[src/rtl/smb_cfg_pkg.sv]
package smb_cfg_pkg;

  typedef enum logic [3:0] {
    ST_IDLE,
    ST_ADDR,
    ST_ADDR_ACK,
    ST_INDEX,
    ST_INDEX_ACK,
    ST_WDATA,
    ST_WDATA_ACK,
    ST_TX,
    ST_SKIP
  } smb_state_e;

  // reset value of each register index
  function automatic logic [7:0] reg_default(int unsigned idx);
    case (idx)
      'h0F, 'h16, 'h1D, 'h24, 'h2C, 'h3A: return 8'h20;
      'h17, 'h18, 'h25, 'h26, 'h2D, 'h2E,
      'h34, 'h35, 'h3B, 'h3C, 'h42, 'h43: return 8'h03;
      'h47:                               return 8'h02;
      default:                            return 8'h00;
    endcase
  endfunction

endpackage

[src/rtl/smb_sync.sv]
module smb_sync #(
  parameter int unsigned WIDTH  = 2,
  parameter int unsigned STAGES = 2
) (
  input  logic             clk_i,
  input  logic             rst_ni,
  input  logic             clr_i,
  input  logic [WIDTH-1:0] d_i,
  output logic [WIDTH-1:0] q_o,
  output logic [WIDTH-1:0] q_prev_o
);
  logic [STAGES-1:0][WIDTH-1:0] stage_q;
  logic [WIDTH-1:0]             prev_q;

  for (genvar s = 0; s < STAGES; s++) begin : g_stage
    logic [WIDTH-1:0] src;
    if (s == 0) begin : g_first
      assign src = d_i;
    end else begin : g_next
      assign src = stage_q[s-1];
    end
    always_ff @(posedge clk_i or negedge rst_ni) begin
      if (!rst_ni)    stage_q[s] <= '1;
      else if (clr_i) stage_q[s] <= '1;
      else            stage_q[s] <= src;
    end
  end

  always_ff @(posedge clk_i or negedge rst_ni) begin
    if (!rst_ni)    prev_q <= '1;
    else if (clr_i) prev_q <= '1;
    else            prev_q <= stage_q[STAGES-1];
  end

  assign q_o      = stage_q[STAGES-1];
  assign q_prev_o = prev_q;
endmodule

[src/rtl/smb_slave_fsm.sv]
module smb_slave_fsm
  import smb_cfg_pkg::*;
#(
  parameter int unsigned ADDR_W  = 8,
  parameter int unsigned STRAP_W = 4
) (
  input  logic               clk_i,
  input  logic               rst_ni,
  input  logic               clr_i,
  input  logic               scl_i,
  input  logic               scl_prev_i,
  input  logic               sda_i,
  input  logic               sda_prev_i,
  input  logic [STRAP_W-1:0] strap_i,
  input  logic [7:0]         rd_data_i,
  output logic               sda_oe_o,
  output logic               wr_en_o,
  output logic [ADDR_W-1:0]  wr_addr_o,
  output logic [7:0]         wr_data_o,
  output logic [ADDR_W-1:0]  rd_addr_o
);
  localparam logic [6:0] BASE_ADDR = 7'b1010000;

  smb_state_e        state_q;
  logic [7:0]        shift_q;
  logic [3:0]        bit_cnt_q;
  logic [2:0]        tx_idx_q;
  logic [7:0]        tx_q;
  logic [ADDR_W-1:0] ptr_q;
  logic              rw_q;

  logic       scl_rise, scl_fall, start_det, stop_det, byte_done;
  logic [6:0] dev_addr;

  assign scl_rise  = scl_i & ~scl_prev_i;
  assign scl_fall  = ~scl_i & scl_prev_i;
  assign start_det = scl_i & scl_prev_i & sda_prev_i & ~sda_i;
  assign stop_det  = scl_i & scl_prev_i & ~sda_prev_i & sda_i;
  assign byte_done = scl_fall & (bit_cnt_q == 4'd8);
  assign dev_addr  = {BASE_ADDR[6:STRAP_W], strap_i};

  always_ff @(posedge clk_i or negedge rst_ni) begin
    if (!rst_ni) begin
      state_q   <= ST_IDLE;
      shift_q   <= '0;
      bit_cnt_q <= '0;
      tx_idx_q  <= '0;
      tx_q      <= '0;
      ptr_q     <= '0;
      rw_q      <= 1'b0;
      sda_oe_o  <= 1'b0;
      wr_en_o   <= 1'b0;
      wr_addr_o <= '0;
      wr_data_o <= '0;
    end else if (clr_i) begin
      state_q   <= ST_IDLE;
      bit_cnt_q <= '0;
      ptr_q     <= '0;
      sda_oe_o  <= 1'b0;
      wr_en_o   <= 1'b0;
    end else begin
      wr_en_o <= 1'b0;
      if (start_det) begin
        state_q   <= ST_ADDR;
        bit_cnt_q <= '0;
        sda_oe_o  <= 1'b0;
      end else if (stop_det) begin
        state_q  <= ST_IDLE;
        sda_oe_o <= 1'b0;
      end else begin
        unique case (state_q)
          ST_ADDR, ST_INDEX, ST_WDATA: begin
            if (scl_rise && bit_cnt_q != 4'd8) begin
              shift_q   <= {shift_q[6:0], sda_i};
              bit_cnt_q <= bit_cnt_q + 4'd1;
            end
            if (byte_done) begin
              bit_cnt_q <= '0;
              if (state_q == ST_ADDR) begin
                if (shift_q[7:1] == dev_addr) begin
                  rw_q     <= shift_q[0];
                  sda_oe_o <= 1'b1;
                  state_q  <= ST_ADDR_ACK;
                end else begin
                  state_q  <= ST_SKIP;
                end
              end else if (state_q == ST_INDEX) begin
                ptr_q    <= shift_q[ADDR_W-1:0];
                sda_oe_o <= 1'b1;
                state_q  <= ST_INDEX_ACK;
              end else begin
                wr_en_o   <= 1'b1;
                wr_addr_o <= ptr_q;
                wr_data_o <= shift_q;
                sda_oe_o  <= 1'b1;
                state_q   <= ST_WDATA_ACK;
              end
            end
          end
          ST_ADDR_ACK: if (scl_fall) begin
            if (rw_q) begin
              tx_q     <= rd_data_i;
              tx_idx_q <= 3'd7;
              sda_oe_o <= ~rd_data_i[7];
              state_q  <= ST_TX;
            end else begin
              sda_oe_o <= 1'b0;
              state_q  <= ST_INDEX;
            end
          end
          ST_INDEX_ACK: if (scl_fall) begin
            sda_oe_o <= 1'b0;
            state_q  <= ST_WDATA;
          end
          ST_WDATA_ACK: if (scl_fall) begin
            sda_oe_o <= 1'b0;
            state_q  <= ST_SKIP;  // one data byte per write
          end
          ST_TX: if (scl_fall) begin
            if (tx_idx_q == 3'd0) begin
              sda_oe_o <= 1'b0;
              state_q  <= ST_SKIP;
            end else begin
              tx_idx_q <= tx_idx_q - 3'd1;
              sda_oe_o <= ~tx_q[tx_idx_q - 3'd1];
            end
          end
          default: ;
        endcase
      end
    end
  end

  assign rd_addr_o = ptr_q;
endmodule

[src/rtl/smb_regfile.sv]
module smb_regfile
  import smb_cfg_pkg::*;
#(
  parameter int unsigned NUM_REGS = 72,
  parameter int unsigned ADDR_W   = 8
) (
  input  logic                  clk_i,
  input  logic                  rst_ni,
  input  logic                  clr_i,
  input  logic                  wr_en_i,
  input  logic [ADDR_W-1:0]     wr_addr_i,
  input  logic [7:0]            wr_data_i,
  input  logic [ADDR_W-1:0]     rd_addr_i,
  output logic [7:0]            rd_data_o,
  output logic [NUM_REGS*8-1:0] regs_o
);
  localparam int unsigned       IDX_W    = $clog2(NUM_REGS);
  localparam logic [ADDR_W-1:0] LAST_IDX = ADDR_W'(NUM_REGS - 1);

  logic [NUM_REGS-1:0][7:0] regs_q;
  logic soft_rst, wr_hit;

  assign soft_rst = wr_en_i && (wr_addr_i == '0) && wr_data_i[0];
  // index 0 holds only the self-clearing reset bit: never stored
  assign wr_hit   = wr_en_i && (wr_addr_i != '0) && (wr_addr_i <= LAST_IDX);

  always_ff @(posedge clk_i or negedge rst_ni) begin
    if (!rst_ni) begin
      for (int i = 0; i < NUM_REGS; i++) regs_q[i] <= reg_default(i);
    end else if (clr_i || soft_rst) begin
      for (int i = 0; i < NUM_REGS; i++) regs_q[i] <= reg_default(i);
    end else if (wr_hit) begin
      regs_q[wr_addr_i[IDX_W-1:0]] <= wr_data_i;
    end
  end

  assign rd_data_o = (rd_addr_i <= LAST_IDX) ? regs_q[rd_addr_i[IDX_W-1:0]] : 8'h00;
  assign regs_o    = regs_q;
endmodule

[src/rtl/smb_cfg_slave.sv]
module smb_cfg_slave #(
  parameter int unsigned NUM_REGS    = 72,
  parameter int unsigned ADDR_W      = 8,
  parameter int unsigned STRAP_W     = 4,
  parameter int unsigned SYNC_STAGES = 2
) (
  input  logic                  clk_i,
  input  logic                  rst_ni,
  input  logic                  en_i,
  input  logic [STRAP_W-1:0]    strap_i,
  input  logic                  scl_i,
  input  logic                  sda_i,
  output logic                  sda_oe_o,
  output logic [NUM_REGS*8-1:0] reg_o
);
  logic              clr;
  logic [1:0]        bus_q, bus_prev_q;
  logic              wr_en;
  logic [ADDR_W-1:0] wr_addr, rd_addr;
  logic [7:0]        wr_data, rd_data;

  assign clr = ~en_i;

  smb_sync #(.WIDTH(2), .STAGES(SYNC_STAGES)) u_sync (
    .clk_i    (clk_i),
    .rst_ni   (rst_ni),
    .clr_i    (clr),
    .d_i      ({scl_i, sda_i}),
    .q_o      (bus_q),
    .q_prev_o (bus_prev_q)
  );

  smb_slave_fsm #(.ADDR_W(ADDR_W), .STRAP_W(STRAP_W)) u_fsm (
    .clk_i      (clk_i),
    .rst_ni     (rst_ni),
    .clr_i      (clr),
    .scl_i      (bus_q[1]),
    .scl_prev_i (bus_prev_q[1]),
    .sda_i      (bus_q[0]),
    .sda_prev_i (bus_prev_q[0]),
    .strap_i    (strap_i),
    .rd_data_i  (rd_data),
    .sda_oe_o   (sda_oe_o),
    .wr_en_o    (wr_en),
    .wr_addr_o  (wr_addr),
    .wr_data_o  (wr_data),
    .rd_addr_o  (rd_addr)
  );

  smb_regfile #(.NUM_REGS(NUM_REGS), .ADDR_W(ADDR_W)) u_regs (
    .clk_i     (clk_i),
    .rst_ni    (rst_ni),
    .clr_i     (clr),
    .wr_en_i   (wr_en),
    .wr_addr_i (wr_addr),
    .wr_data_i (wr_data),
    .rd_addr_i (rd_addr),
    .rd_data_o (rd_data),
    .regs_o    (reg_o)
  );
endmodule

[config.mk]
export PLATFORM = sky130hd
export DESIGN_NAME = smb_cfg_slave
export DESIGN_NICKNAME = d
export VERILOG_FILES = /design/src/rtl/smb_cfg_pkg.sv /design/src/rtl/smb_sync.sv /design/src/rtl/smb_slave_fsm.sv /design/src/rtl/smb_regfile.sv /design/src/rtl/smb_cfg_slave.sv
export SDC_FILE = /design/constraint.sdc
export NUM_CORES = 1
export LEC_CHECK = 0
export BUFFER_PORTS_ARGS = -buffer_cell sky130_fd_sc_hd__buf_4
export CORE_MARGIN = 5
export CORE_UTILIZATION = 35
export DETAILED_ROUTE_END_ITERATION = 6
export MAX_ROUTING_LAYER = met4
export PLACE_DENSITY = 0.61
export SYNTH_ARGS = -nofsm -noshare
export SYNTH_HDL_FRONTEND = slang
export SYNTH_SLANG_ARGS = --single-unit
export TNS_END_PERCENT = 50
[constraint.sdc]
create_clock -name clk_i -period 2.5 [get_ports clk_i]
set_input_delay 0 -clock clk_i [delete_from_list [all_inputs] [get_ports clk_i]]
set_output_delay 0 -clock clk_i [all_outputs]
set_load 0.05 [all_outputs]
==> reports/results.ini <==
[run_status]
status = finished with violations
violations = negative setup slack

[final_layout]
final_util = 0.4674
area_delta_synth_final_pct = 32.22
fin_area_mm2 = 0.04137
layout-drive-gt1-share = 0.3233
finalNetCount = 3724
num-fill-cells = 8161

[sta]
min_period_ns = 2.672
report.final.slew_viol_count = 0
rsz0062_at_grt = yes
min_period_over_period = 1.069
fin_ws_ns = -0.1717
slew_headroom = 0.1903
hold_violations = 0
worstMarginPinSlew_ns = 1.215
fin_worst_skew_ns = 0.02929
setup_viol = 8
fin_tns_setup_ns = -0.7983
clock.fmax_mhz = 374.3

[setup_path]
reg2reg_depth = 8
path_class = flip-flop to flip-flop
max_stage_delay_ns = 0.50
slowest_stage = mux4_2
required_ns = 3.03
cp.arrival_ns = 3.20
crit_path_end_kind = flip-flop
worst-path-max-fanout = 9
start_kind = flip-flop
crit_chain = buf_4 -> buf_12 -> mux4_2 -> mux2_2 -> nand3_1 -> a31oi_2 -> or4_4 -> a221oi_2

[power]
clkPwrFrac = 0.501
intPower_mw = 17.67
p_leak_nw = 17.67
powerDensity_mw_per_mm2 = 561.1
vdd_ir_drop_max_mv = 0.4458
pwr-share-seq = 0.455
switching_share = 0.2389
combPwrFrac = 0.044
p_sw_mw = 5.545
finalPower_mw = 23.21

[logic_synthesis]
synth_area_mm2 = 0.03129
synth_most_common_cell = dfrtp_1
synth-edff-count = 0
synth.area.top_cells = dfrtp_1 48%, mux4_2 11%, nand3_1 7.5%, a21oi_1 6.9%, nand2_1 6.6%
synthDistinctLibCells = 58
yosys_warnings = 0
ys_seq_area_frac = 0.5102
syn_nets = 3110
synth_top_area_frac = 0.4791
yosys-top-cells-count = 599 x dfrtp_1, 547 x nand2_1, 470 x nand3_1, 433 x a21oi_1, 241 x clkbuf_1
avgSynthCellArea_um2 = 10.10
yosys.area.top_type = dfrtp_1
synthArstFlopShare = 1.000
synthFlopType = dfrtp_1
synth-seq-cells = 636
synthCells = 3097

[floorplanning]
io_pins = 586
die_h_um = 309.0
core_area_mm2 = 0.08851
row_count = 109
initial_core_util = 0.3535
die_w_um = 309.0
die_area_mm2 = 0.09547

[clock_tree]
clock_path_buffers = 3
clock-sinks = 636
clk_latency_ns = 0.63
htree_levels = 3
cts_root_buf = clkbuf_16
path_clk_slew_ns = 0.06
cts_buffers = 74
cts_tree = built

[placement]
gp_congestion = 0.9517
placed_area_mm2 = 0.03836
post-dp-hpwl_mm = 104.6
io_buffers = 585

[route]
drc_errors = 0
ant_nets = 0
initialDrtViolationCount = 4050
vias = 29440
first_pass_iters = 6
vias_per_cell = 5.960
totalWireLength_mm = 145.6
post_drt_wl_per_cell_um = 29.47

[global_route]
gr-usage-all-layers = 0.3029
overflow = 0
antenna_found_initial = 4
grt_max_degree = 93
first_global_vias = 28317
grt_pass1_wl_mm = 208.2

[hold_path]
min_path_type = input port to async pin

[flow_run]
maxCapViolCount = 0

==> kinds of logic after synthesis <==
family                   Yosys count  synth area share
flip-flops                       636            0.5102
multiplexers                     361            0.1793
AND/OR/NAND/NOR                 1265            0.1790
buffers and inverters            307           0.03991
XOR/XNOR                           6          0.001680
AO/OA/AOI/OAI                    518           0.08830
adder cells (fa/ha/maj)            4          0.001600
==> worst paths after layout <==
path	to	slack [ns]	from
hold / removal	u_regs.regs_o[304]$_DFFE_PN1P_	0.14	rst_ni
hold reg to reg	u_fsm.bit_cnt_q[3]$_DFFE_PN0P_	0.47	u_fsm.bit_cnt_q[3]$_DFFE_PN0P_
setup reg to reg	u_fsm.sda_oe_o$_DFFE_PN0P_	-0.17	u_fsm.rd_addr_o[0]$_DFFE_PN0P_
min in group clk_i	u_fsm.state_q[1]$_DFFE_PN0P_	0.25	strap_i[2]
setup / recovery	u_fsm.sda_oe_o$_DFFE_PN0P_	-0.17	u_fsm.rd_addr_o[0]$_DFFE_PN0P_
max in group asynchronous	u_regs.regs_o[357]$_DFFE_PN1P_	1.76	rst_ni
==> critical path, delay by kind of cell (launching register included) <==
kind,cells,cell delay (ns)
multiplexers,2,0.80
AND/OR/NAND/NOR,2,0.57
flip-flops,1,0.43
AO/OA/AOI/OAI,2,0.39
buffers and inverters,2,0.37
==> stage by stage <==
step | hold WS [ns] | worst slack, ns | cells
after floorplan | -0.2956 | 0.05358 | 3097
after global placement | 0.0001516 | -0.2837 | 4773
after detailed placement | -0.01028 | -0.2886 | 4773
after CTS | 0.1108 | -0.1549 | 4929
after global routing | 0.1291 | -0.2263 | 4939
final | 0.1401 | -0.1717 | 4940
==> placed cells by master (no fill, tap or decap), types with 53 or more instances in the layout <==
cell type / instances
buf_4: 760
dfrtp_1: 588
nand2_1: 547
nand3_1: 470
a21oi_1: 432
mux2i_1: 165
mux4_2: 156
nor2_1: 151
clkbuf_16: 76
buf_12: 53
==> state kept, by name, indices dropped and copies added (netlist names) <==
signal              flops
u_sync.g_stage.src      2
u_fsm.wr_addr_o         8
u_fsm.rw_q              1
u_sync.q_prev_o         2
u_fsm.bit_cnt_q         4
u_sync.q_o              2
u_fsm.shift_q           8
u_fsm.wr_data_o         8
u_fsm.sda_oe_o          1
u_fsm.state_q           4
u_fsm.tx_idx_q          3
u_regs.regs_o         576
u_fsm.tx_q              8
u_fsm.wr_en_o           1
u_fsm.rd_addr_o         8
==> power groups by stage <==
stage          combinational, mW  clock (mW)  sequential, mW
2_1_floorplan              0.515           0            10.7
6_report                    1.02        11.6            10.6
3_5_place_dp               0.998           0            10.7
3_3_place_gp               0.989           0            10.7
4_1_cts                     1.02        11.7            10.6
5_1_grt                     1.12        12.1            10.6
==> per-layer routing <==
layer  vias to the layer above  share of wire  GRT usage
li1                      12233              -          -
met1                     14806           0.38     0.3910
met2                      1982           0.46     0.4521
met3                       419           0.10    0.07127
met4                         0          0.063     0.1474
met5                         -              0          -
==> timing repair <==
| action | 4_1_cts | 5_1_grt |
|---|---|---|
| hold buffers | 9 | 0 |
| setup buffers | 10 | 6 |
| pin swaps | 4 | 6 |
| endpoints found under the setup margin | 9 | 9 |
| gates cloned | 2 | 1 |
| endpoints found under the hold margin | 620 | 0 |
| gates resized for setup | 15 | 12 |
==> final cells by class <==
cell class | count | area, um2 | area share
Sequential cell | 636 | 15990 | 0.3865
Clock inverter | 29 | 427.9 | 0.01034
Multi-Input combinational cell | 2154 | 14280 | 0.3452
Timing Repair Buffer | 829 | 6999 | 0.1692
Tap cell | 1165 | 1458 | 0.03524
Clock buffer | 106 | 2143 | 0.05181
Antenna cell | 5 | 12.51 | 0.0003025
Inverter | 16 | 60.06 | 0.001452
(Power assumes the default switching activity.)
